File: config.mk
export PLATFORM = sky130hd
export DESIGN_NAME = rxring_writer
export DESIGN_NICKNAME = d
export VERILOG_FILES = /design/src/rtl/rxw_pkg.sv /design/src/rtl/rxw_space.sv /design/src/rtl/rxw_events.sv /design/src/rtl/rxw_framer.sv /design/src/rtl/rxring_writer.sv
export SDC_FILE = /design/constraint.sdc
export NUM_CORES = 1
export LEC_CHECK = 0
export BUFFER_PORTS_ARGS = -buffer_cell sky130_fd_sc_hd__buf_4
export CAP_MARGIN = 10
export CORE_ASPECT_RATIO = 0.5
export CORE_MARGIN = 3
export CORE_UTILIZATION = 35
export CTS_CLUSTER_DIAMETER = 80
export DETAILED_ROUTE_END_ITERATION = 6
export GPL_ROUTABILITY_DRIVEN = 0
export PLACE_DENSITY = 0.62
export SETUP_SLACK_MARGIN = 0.15
export SYNTH_ARGS = -nofsm -noshare
export SYNTH_HDL_FRONTEND = slang
export SYNTH_HIERARCHICAL = 1
export SYNTH_SLANG_ARGS = --single-unit
File: constraint.sdc
create_clock -name clk -period 17.6 [get_ports clk]
set_input_delay 3.52 -clock clk [delete_from_list [all_inputs] [get_ports clk]]
set_output_delay 3.52 -clock clk [all_outputs]
set_load 0.02 [all_outputs]
File: src/rtl/rxw_pkg.sv
package rxw_pkg;
  typedef enum logic [1:0] {
    ST_IDLE = 2'd0,
    ST_DATA = 2'd1,
    ST_SKIP = 2'd2,
    ST_HDR  = 2'd3
  } rxw_state_e;

  localparam int HDR_BYTES = 6;
  localparam int IDX_W     = 3;
  localparam int LEN_W     = 16;
  localparam int SLACK     = HDR_BYTES + 1;  // prefix plus worst-case pad
endpackage

File: src/rtl/rxw_space.sv
module rxw_space #(
  parameter int AW = 13
) (
  input  logic [AW-1:0] buf_start,
  input  logic [AW-1:0] buf_end,
  input  logic [AW-1:0] wr_ptr,
  input  logic [AW-1:0] rd_ptr,
  output logic [AW:0]   free_bytes
);
  localparam int SW = AW + 1;

  logic [SW-1:0] ring_size;
  logic [SW-1:0] used;

  always_comb begin
    ring_size = {1'b0, buf_end} - {1'b0, buf_start} + SW'(1);
    if (rd_ptr > wr_ptr) begin
      used       = '0;
      free_bytes = {1'b0, rd_ptr} - {1'b0, wr_ptr} - SW'(1);
    end else begin
      used       = {1'b0, wr_ptr} - {1'b0, rd_ptr};
      free_bytes = ring_size - used - SW'(1);
    end
  end
endmodule

File: src/rtl/rxw_events.sv
module rxw_events #(
  parameter int CW = 8
) (
  input  logic          clk,
  input  logic          rst_n,
  input  logic          commit,
  input  logic          cnt_dec,
  input  logic          drop,
  input  logic          err_clr,
  input  logic          pkt_ie,
  input  logic          err_ie,
  input  logic          glob_ie,
  output logic [CW-1:0] pkt_count,
  output logic          pkt_flag,
  output logic          err_flag,
  output logic          irq
);
  localparam logic [CW-1:0] CNT_MAX = '1;

  logic [CW-1:0] cnt_q, cnt_d;
  logic          err_q, err_d;
  logic          cnt_en;

  always_comb begin
    cnt_d  = cnt_q;
    cnt_en = 1'b0;
    if (commit && !cnt_dec) begin
      cnt_en = (cnt_q != CNT_MAX);
      cnt_d  = cnt_q + CW'(1);
    end else if (cnt_dec && !commit) begin
      cnt_en = (cnt_q != '0);
      cnt_d  = cnt_q - CW'(1);
    end
    err_d = drop ? 1'b1 : (err_clr ? 1'b0 : err_q);
  end

  always_ff @(posedge clk or negedge rst_n) begin
    if (!rst_n) begin
      cnt_q <= '0;
      err_q <= 1'b0;
    end else begin
      if (cnt_en) cnt_q <= cnt_d;
      err_q <= err_d;
    end
  end

  assign pkt_count = cnt_q;
  assign pkt_flag  = (cnt_q != '0);
  assign err_flag  = err_q;
  assign irq       = glob_ie & ((pkt_flag & pkt_ie) | (err_q & err_ie));
endmodule

File: src/rtl/rxw_framer.sv
module rxw_framer
  import rxw_pkg::*;
#(
  parameter int AW = 13
) (
  input  logic          clk,
  input  logic          rst_n,
  input  logic          rx_en,
  input  logic          in_valid,
  input  logic          in_sof,
  input  logic          in_eof,
  input  logic          in_good,
  input  logic [7:0]    in_data,
  input  logic [AW-1:0] buf_start,
  input  logic [AW-1:0] buf_end,
  input  logic [AW:0]   free_bytes,
  output logic          mem_we,
  output logic [AW-1:0] mem_addr,
  output logic [7:0]    mem_wdata,
  output logic [AW-1:0] wr_ptr,
  output logic          commit,
  output logic          drop,
  output logic          hdr_busy
);
  localparam int SW = AW + 1;
  localparam logic [IDX_W-1:0] IDX_LAST = IDX_W'(HDR_BYTES - 1);

  function automatic logic [AW-1:0] ring_add(input logic [AW-1:0] a,
                                             input logic [AW-1:0] k,
                                             input logic [AW-1:0] lo,
                                             input logic [AW-1:0] hi);
    logic [SW-1:0] s;
    logic [SW-1:0] sz;
    sz = {1'b0, hi} - {1'b0, lo} + SW'(1);
    s  = {1'b0, a} + {1'b0, k};
    if (s > {1'b0, hi}) s = s - sz;
    return s[AW-1:0];
  endfunction

  function automatic logic [AW-1:0] even_up(input logic [AW-1:0] a,
                                            input logic [AW-1:0] lo,
                                            input logic [AW-1:0] hi);
    if (a[0]) return ring_add(a, AW'(1), lo, hi);
    return a;
  endfunction

  rxw_state_e       st_q, st_d;
  logic [AW-1:0]    cur_q, cur_d;      // tentative data address
  logic [AW-1:0]    base_q, base_d;    // saved frame start
  logic [AW-1:0]    nxt_q, nxt_d;      // next-frame address
  logic [AW-1:0]    wp_q, wp_d;        // committed pointer
  logic [LEN_W-1:0] len_q, len_d;
  logic [IDX_W-1:0] idx_q, idx_d;

  logic [LEN_W-1:0] cand_len;
  logic [LEN_W:0]   need;
  logic             fits;
  logic [AW-1:0]    first_addr;
  logic [AW-1:0]    wr_addr;
  logic [AW-1:0]    after_wr;
  logic [15:0]      nxt16;

  always_comb begin
    first_addr = ring_add(wp_q, AW'(HDR_BYTES), buf_start, buf_end);
    wr_addr    = (st_q == ST_IDLE) ? first_addr : cur_q;
    after_wr   = ring_add(wr_addr, AW'(1), buf_start, buf_end);
    cand_len   = (st_q == ST_IDLE) ? LEN_W'(1) : len_q + LEN_W'(1);
    need       = {1'b0, cand_len} + (LEN_W+1)'(SLACK);
    fits       = (need <= (LEN_W+1)'(free_bytes));
    nxt16      = 16'(nxt_q);
  end

  always_comb begin
    st_d      = st_q;
    cur_d     = cur_q;
    base_d    = base_q;
    nxt_d     = nxt_q;
    wp_d      = wp_q;
    len_d     = len_q;
    idx_d     = idx_q;
    mem_we    = 1'b0;
    mem_addr  = wr_addr;
    mem_wdata = in_data;
    commit    = 1'b0;
    drop      = 1'b0;

    case (st_q)
      ST_IDLE, ST_DATA: begin
        if (!rx_en) begin
          st_d = ST_IDLE;
          if (st_q == ST_IDLE) wp_d = buf_start;
        end else if (in_valid && (st_q == ST_DATA || in_sof)) begin
          if (!fits) begin
            drop = 1'b1;
            st_d = in_eof ? ST_IDLE : ST_SKIP;
          end else begin
            mem_we = 1'b1;
            cur_d  = after_wr;
            len_d  = cand_len;
            if (st_q == ST_IDLE) base_d = wp_q;
            if (!in_eof) begin
              st_d = ST_DATA;
            end else if (in_good) begin
              st_d  = ST_HDR;
              idx_d = '0;
              nxt_d = even_up(after_wr, buf_start, buf_end);
            end else begin
              st_d = ST_IDLE;
            end
          end
        end
      end

      ST_SKIP: begin
        if (!rx_en || (in_valid && in_eof)) st_d = ST_IDLE;
      end

      ST_HDR: begin
        mem_we   = 1'b1;
        mem_addr = ring_add(base_q, AW'(idx_q), buf_start, buf_end);
        case (idx_q)
          3'd0:    mem_wdata = nxt16[7:0];
          3'd1:    mem_wdata = nxt16[15:8];
          3'd2:    mem_wdata = len_q[7:0];
          3'd3:    mem_wdata = len_q[15:8];
          3'd4:    mem_wdata = 8'h01;
          default: mem_wdata = 8'h00;
        endcase
        idx_d = idx_q + IDX_W'(1);
        if (idx_q == IDX_LAST) begin
          commit = 1'b1;
          wp_d   = nxt_q;
          st_d   = ST_IDLE;
        end
      end

      default: st_d = ST_IDLE;
    endcase
  end

  always_ff @(posedge clk or negedge rst_n) begin
    if (!rst_n) begin
      st_q   <= ST_IDLE;
      cur_q  <= '0;
      base_q <= '0;
      nxt_q  <= '0;
      wp_q   <= '0;
      len_q  <= '0;
      idx_q  <= '0;
    end else begin
      st_q   <= st_d;
      cur_q  <= cur_d;
      base_q <= base_d;
      nxt_q  <= nxt_d;
      wp_q   <= wp_d;
      len_q  <= len_d;
      idx_q  <= idx_d;
    end
  end

  assign wr_ptr   = wp_q;
  assign hdr_busy = (st_q == ST_HDR);
endmodule

File: src/rtl/rxring_writer.sv
module rxring_writer #(
  parameter int AW = 13,
  parameter int CW = 8
) (
  input  logic          clk,
  input  logic          rst_n,
  input  logic          rx_en,
  input  logic          in_valid,
  input  logic          in_sof,
  input  logic          in_eof,
  input  logic          in_good,
  input  logic [7:0]    in_data,
  input  logic [AW-1:0] buf_start,
  input  logic [AW-1:0] buf_end,
  input  logic [AW-1:0] host_rdptr,
  input  logic          cnt_dec,
  input  logic          pkt_ie,
  input  logic          err_ie,
  input  logic          glob_ie,
  input  logic          err_clr,
  output logic          mem_we,
  output logic [AW-1:0] mem_addr,
  output logic [7:0]    mem_wdata,
  output logic [AW-1:0] wr_ptr,
  output logic [CW-1:0] pkt_count,
  output logic          pkt_flag,
  output logic          err_flag,
  output logic          irq
);
  logic [AW:0] free_w;
  logic        commit_w;
  logic        drop_w;
  logic        hdr_busy_w;

  rxw_space #(.AW(AW)) u_space (
    .buf_start  (buf_start),
    .buf_end    (buf_end),
    .wr_ptr     (wr_ptr),
    .rd_ptr     (host_rdptr),
    .free_bytes (free_w)
  );

  rxw_framer #(.AW(AW)) u_framer (
    .clk        (clk),
    .rst_n      (rst_n),
    .rx_en      (rx_en),
    .in_valid   (in_valid),
    .in_sof     (in_sof),
    .in_eof     (in_eof),
    .in_good    (in_good),
    .in_data    (in_data),
    .buf_start  (buf_start),
    .buf_end    (buf_end),
    .free_bytes (free_w),
    .mem_we     (mem_we),
    .mem_addr   (mem_addr),
    .mem_wdata  (mem_wdata),
    .wr_ptr     (wr_ptr),
    .commit     (commit_w),
    .drop       (drop_w),
    .hdr_busy   (hdr_busy_w)
  );

  rxw_events #(.CW(CW)) u_events (
    .clk       (clk),
    .rst_n     (rst_n),
    .commit    (commit_w),
    .cnt_dec   (cnt_dec),
    .drop      (drop_w),
    .err_clr   (err_clr),
    .pkt_ie    (pkt_ie),
    .err_ie    (err_ie),
    .glob_ie   (glob_ie),
    .pkt_count (pkt_count),
    .pkt_flag  (pkt_flag),
    .err_flag  (err_flag),
    .irq       (irq)
  );
endmodule

# == Word-level counts from Yosys, hierarchy flattened ==
# Cells that the tools add are included.
# word_totals
in_bits,59
output_inout_bits,46
elab_cells,135
register_bits,82
# classes
n_reduce_logical,23
bitwise_logic,4
magnitude_cmp,6
n_eq_ne,19
addsub,20
mux,54
# ops
cell,count
$mux W13,11
$gt A14 B13 Y1,4
$sub A13 B13 Y13,4
$sub A13 B13 Y14,3
$pmux W8 S5,1
$add A13 B1 Y14 const B,2
$sub A14 B1 Y14 const B,2
$pmux W13 S2,1
$mux W8,3
$mux W1,20
$add A16 B3 Y17 const B,1
$le A17 B14 Y1,1
$add A16 B1 Y16 const B,1
$mux W16,1
$mux W2,8
$mux W3,5
$add A13 B3 Y14,1
$add A13 B3 Y14 const B,1
$add A14 B1 Y14 const B,1
$mux W14,1
$sub A14 B14 Y14,1
$gt A13 B13 Y1,1
$reduce_and A6 Y1,2
$ne A2 B1 Y1 const B,5
other kinds (28),45

# == Longest topological paths before layout ==
# depth
ltp_word,16
mapped_depth,59
mapped_depth_nobuf,52

# == Hierarchy ==
# Netlist, hierarchy kept.
# by_module_without_submodules
mod,n_inst,cells_per_inst,area_per_inst_um2,seq_area_each_um2
rxw_framer,1,1385,10920.5,1826.8
rxw_space,1,303,2272.2,0.0
rxw_events,1,72,735.7,225.2

# == Worst setup path before layout ==
# No wires, ideal clock.
# synth_path
path_kind,input -> register
startpoint,in buf_end[1]
endpoint,reg u_framer.nxt_q[8]
t_required_ps,17536
t_arrival_ps,13762
stages,53
path_slack_ps,3773
path_buffers,7
setup_ps,64
path_cell_list,inv_1 > ha_1 > inv_1 > ha_1 > fa_1 > a21o_1 > a211oi_1 > or2_2 > clkbuf_1 > buf_1 > ha_1 > a21o_1 > or3_1 > a31oi_4 > mux2_2 > o21ai_0 > nor2_1 > xor2_1 > (+17 left out) > nor2_1 > a31oi_1 > nor3_1 > xor2_1 > ha_1 > a21o_1 > a21oi_1 > o21ai_0 > a21o_1 > a21o_1 > a21oi_1 > nor2_1 > a41oi_4 > buf_2 > nor2_1 > a31o_1 > a211oi_1 > a21o_1
# synth_between
elab_chain_cells,16
elab_cells_between_ends,28
classes_between,9 x add/sub; 4 x order compare; 14 x mux; 1 x reduce/logical
# synth_rtl
element,line_no,rtl
from (decl),rxring_writer.sv:14,"input logic [AW-1:0] buf_end,"
$sub A13 B13 Y14,rxw_framer.sv:34,"sz = {1'b0, hi} - {1'b0, lo} + SW'(1);"
$add A14 B1 Y14,rxw_framer.sv:34,
$sub A13 B13 Y13,rxw_framer.sv:36,"if (s > {1'b0, hi}) s = s - sz;"
$mux W13,rxw_framer.sv:36,
$mux W13,rxw_framer.sv:65,wr_addr = (st_q == ST_IDLE) ? first_addr : cur_q;
$add A13 B1 Y14,rxw_framer.sv:35,"s = {1'b0, a} + {1'b0, k};"
$gt A14 B13 Y1,rxw_framer.sv:36,
$mux W13 (*),rxw_framer.sv:36,
via u_framer.after_wr[0],rxw_framer.sv:60,logic [AW-1:0] after_wr;
branches (longest 7 deep; another with $add A13 B1 Y14),--,
$mux W13 (*),rxw_framer.sv:44,return a;
to (signal assigned),rxw_framer.sv:154,nxt_q <= nxt_d;
to (decl),rxw_framer.sv:50,"logic [AW-1:0] nxt_q, nxt_d;"
# Mark *: on every way through the listed nets, which the timed path passes. The select of a mux whose other input is x is not followed.
# A chain may end at the register's enable or synchronous reset.

# == Final worst setup path ==
# layout_path
startpoint,in buf_end[1]
endpoint,reg u_framer.nxt_q[6]
# layout_between
elab_chain_cells,16
elab_cells_between_ends,28
classes_between,9 x add/sub; 4 x order compare; 14 x mux; 1 x reduce/logical
# layout_rtl
element
branches (longest 16 deep; another with $sub A13 B13 Y14)
# Several ways; the timed one is not identified. The select of a mux whose other input is x is not followed.

==> impl_results.md <==
* Status: finished, final reports clean
* Routing usage on met2 at 0.315
* RSZ-0062 raised after global routing: no
* Die Height at 147 µm
* Syn Inst Count at 1760
* CTS buffer count at 9
* Gr busiest metal: met2
* Avg Cell Area, Syn at 7.91 µm²
* Worst reg2reg path depth at 49
* Leading area contributor after synthesis: ha_1
* CP Class: primary input to register
* Synthesized flop and latch total at 82
* Req. time, crit path at 17.87 ns
* Sequential fraction of the synthesis area at 0.147
* Family with the most delay on the worst path: compound AO/OA/AOI/OAI gates
* Detailed Route WL at 43.3 mm
* Max incr delay on CP at 0.62 ns
* Setup TNS at 0 ns
* Area of the multi-input gates at 0.0110 mm²
* Share of post-route cells with drive strength above 1 at 0.119
* HPWL Detailed at 35.7 mm
* Worst hold path depth at 2
* DRC viols at 0
* CP max-delay cell: a41oi_4
* GRT Total Usage at 0.201
* Via density at 5.57
* Ant. Diodes at 0
* Root Buffer: clkbuf_16
* Antenna violations before repair at 0
* Total global routing overflow at 0
* Final setup viols at 0
* Area fraction of the dominant cell type after synthesis at 0.158
* Max-slew violations at 0
* Sink Count at 82
* Worst Max-Slew Pin Slew at 1.08 ns
* CP Capture Type: register
* Startpoint Class: primary input
* Max cap viols at 0
* Initial Utilization at 0.364
* Net Count, Synth at 2029
* Drt wl/cell at 18.4 µm
* First-pass GRT wire length at 67.3 mm
* Worst min-delay path class: register to register
* Max Fclk at 68.5 MHz
* Clock skew at 0.0168 ns
* Top cells by area, synth: ha_1 16%, dfrtp_1 15%, nand2_1 5.0%, xnor2_1 4.9%, fa_1 4.9%
* Core Region at 0.0383 mm²
* IO Count at 105
* FP Rows at 50
* Register area at 0.00205 mm²
* Largest net degree at the start of global routing at 51
* EDFF count, synth at 0
* Port buffer count at 104
* Layout net count at 2095
* Number of global-route vias before repair at 12200
* Detail Route Antenna Nets at 0
* Worst-Skew Late Latency at 0.37 ns
* Met3 GRT Util at 0.0237
* Worst-path clk slew at 0.06 ns
* Syn Std Cell Area at 0.0139 mm²
* Crit path arrival time at 14.87 ns
* Final Cycle Share at 0.830
* Initial DRC count at 1058
* Synth async-reset ratio at 1.00
* Tmin final at 14.60 ns
* Synthesis Warnings at 6
* Initial DRT Pass Iterations at 5
* Resized Gates After CTS at 0
* H-tree Lvls at 3
* # hold bufs at CTS at 0
* Fillers at 3930
* Crit path depth at 48
* Worst path bufs/invs at 6
* Area growth, synth to finish at 11.1%
* Endpoints failing hold at 0
* Die ar. at 0.0424 mm²
* Max clock buf depth at 2
* Most frequent CP cell: a21o_1
* Top_reg_cell synth: dfrtp_1
* Post-CTS setup buffers at 0
* Overall die width at 288 µm
* Vias at 13100
* Max FO, Critical Path at 26
* GRT met1 Usage at 0.290
* Post-synth cell types at 110
* TritonCTS clock tree: yes
* Slew headroom at 0.277
-- tightest hold or removal path, cell delays in order (launching register included) --
cell and delay (ns):
dfrtp_1 0.35, nand2_1 0.05, nand2_1 0.05
-- logic make-up after synthesis --
kind of cell,count (synthesis),share of synthesized area
adder cells (fa/ha/maj),221,0.215
flip-flops,82,0.147
buffers and inverters,234,0.0663
multiplexers,54,0.0417
AND/OR/NAND/NOR,557,0.196
AO/OA/AOI/OAI,465,0.232
XOR/XNOR,147,0.101
-- sequential cells by signal (all words and copies together), names as in the netlist --
name and count:
u_framer/len_q 16, u_events/pkt_count 8, u_framer/cur_q 13, u_events/err_flag 1
u_framer/base_q 13, u_framer/st_q 2, u_framer/wr_ptr 13, u_framer/nxt_q 13
u_framer/idx_q 3
-- area by class of cell --
class / count / share of cell area
clock buffer: 10 / 0.0148
clock inverter: 5 / 0.00364
inverter: 174 / 0.0425
multi-input combinational: 1444 / 0.709
sequential: 82 / 0.133
tap: 520 / 0.0421
timing repair buffer: 115 / 0.0558
-- Yosys cell counts (all sizes together), types with 6 or more instances --
library cell / count
a211o: 8
a2111oi: 6
nor2b: 25
or2: 7
a222oi: 7
inv: 171
o211ai: 16
o21ai: 91
buf: 20
and3: 22
xor2: 57
nor3: 39
nand2: 188
a21boi: 6
o21a: 33
o21bai: 8
mux2i: 25
mux2: 29
maj3: 11
ha: 176
a211oi: 20
nor2: 120
a21o: 54
nor4: 10
nand3b: 8
nand3: 50
nand4: 19
a221oi: 7
o22ai: 13
nand2b: 20
xnor2: 86
or4: 6
a21oi: 114
and2: 11
clkbuf: 40
or3: 10
fa: 34
and4: 9
a31oi: 15
dfrtp: 82
o31ai: 7
-- final timing paths --
kind | startpoint | end | slack (ns)
max | buf_end[1] | u_framer/nxt_q[6]$_DFFE_PN0P_ | 3.00
min | u_framer/cur_q[4]$_DFFE_PN0P_ | u_framer/cur_q[4]$_DFFE_PN0P_ | 0.48
max reg2reg | u_framer/wr_ptr[1]$_DFFE_PN0P_ | u_framer/nxt_q[6]$_DFFE_PN0P_ | 4.58
min reg2reg | u_framer/cur_q[4]$_DFFE_PN0P_ | u_framer/cur_q[4]$_DFFE_PN0P_ | 0.48
max in group asynchronous | rst_n | u_framer/len_q[9]$_DFFE_PN0P_ | 13.41
min in group asynchronous | rst_n | u_framer/cur_q[10]$_DFFE_PN0P_ | 3.11
-- metrics by stage --
stage	hold slack, ns	worst slack [ns]	cell area (µm²)	util	instances
global placement	0.458	3.00	15200	0.397	2335
floorplan	0.438	3.77	13900	-	1760
global route	0.521	2.28	15500	0.404	2350
CTS	0.485	3.19	15500	0.404	2350
detailed placement	0.469	2.84	15200	0.397	2335
finish	0.484	3.00	15500	0.404	2350
-- cells in the final DEF (no fill, tap or decap), drive strengths merged, types with 11 or more instances in the layout --
cell type | synthesis | final
nor2b | 25 | 25
o22ai | 13 | 13
mux2 | 29 | 29
maj3 | 11 | 11
inv | 171 | 171
o211ai | 16 | 16
o21ai | 91 | 91
a21o | 54 | 54
ha | 176 | 176
nor2 | 120 | 120
fa | 34 | 34
nand2 | 188 | 188
dfrtp | 82 | 82
nand2b | 20 | 20
nand3 | 50 | 50
and3 | 22 | 22
buf | 20 | 115
and2 | 11 | 11
nand4 | 19 | 19
a31oi | 15 | 15
xor2 | 57 | 57
xnor2 | 86 | 86
a211oi | 20 | 20
a21oi | 114 | 114
mux2i | 25 | 25
nor3 | 39 | 39
o21a | 33 | 33
-- metal layers --
| layer | up-vias | part of all wire | wire [µm] |
|---|---|---|---|
| li1 | 6428 | - | - |
| met1 | 6254 | 0.48 | 20800 |
| met5 | - | 0 | 0 |
| met4 | 0 | 0.024 | 1040 |
| met2 | 359 | 0.44 | 19000 |
| met3 | 52 | 0.057 | 2480 |
Power is not shown: default switching activity piles up to over one toggle a cycle in this logic, so the estimate is an artifact.
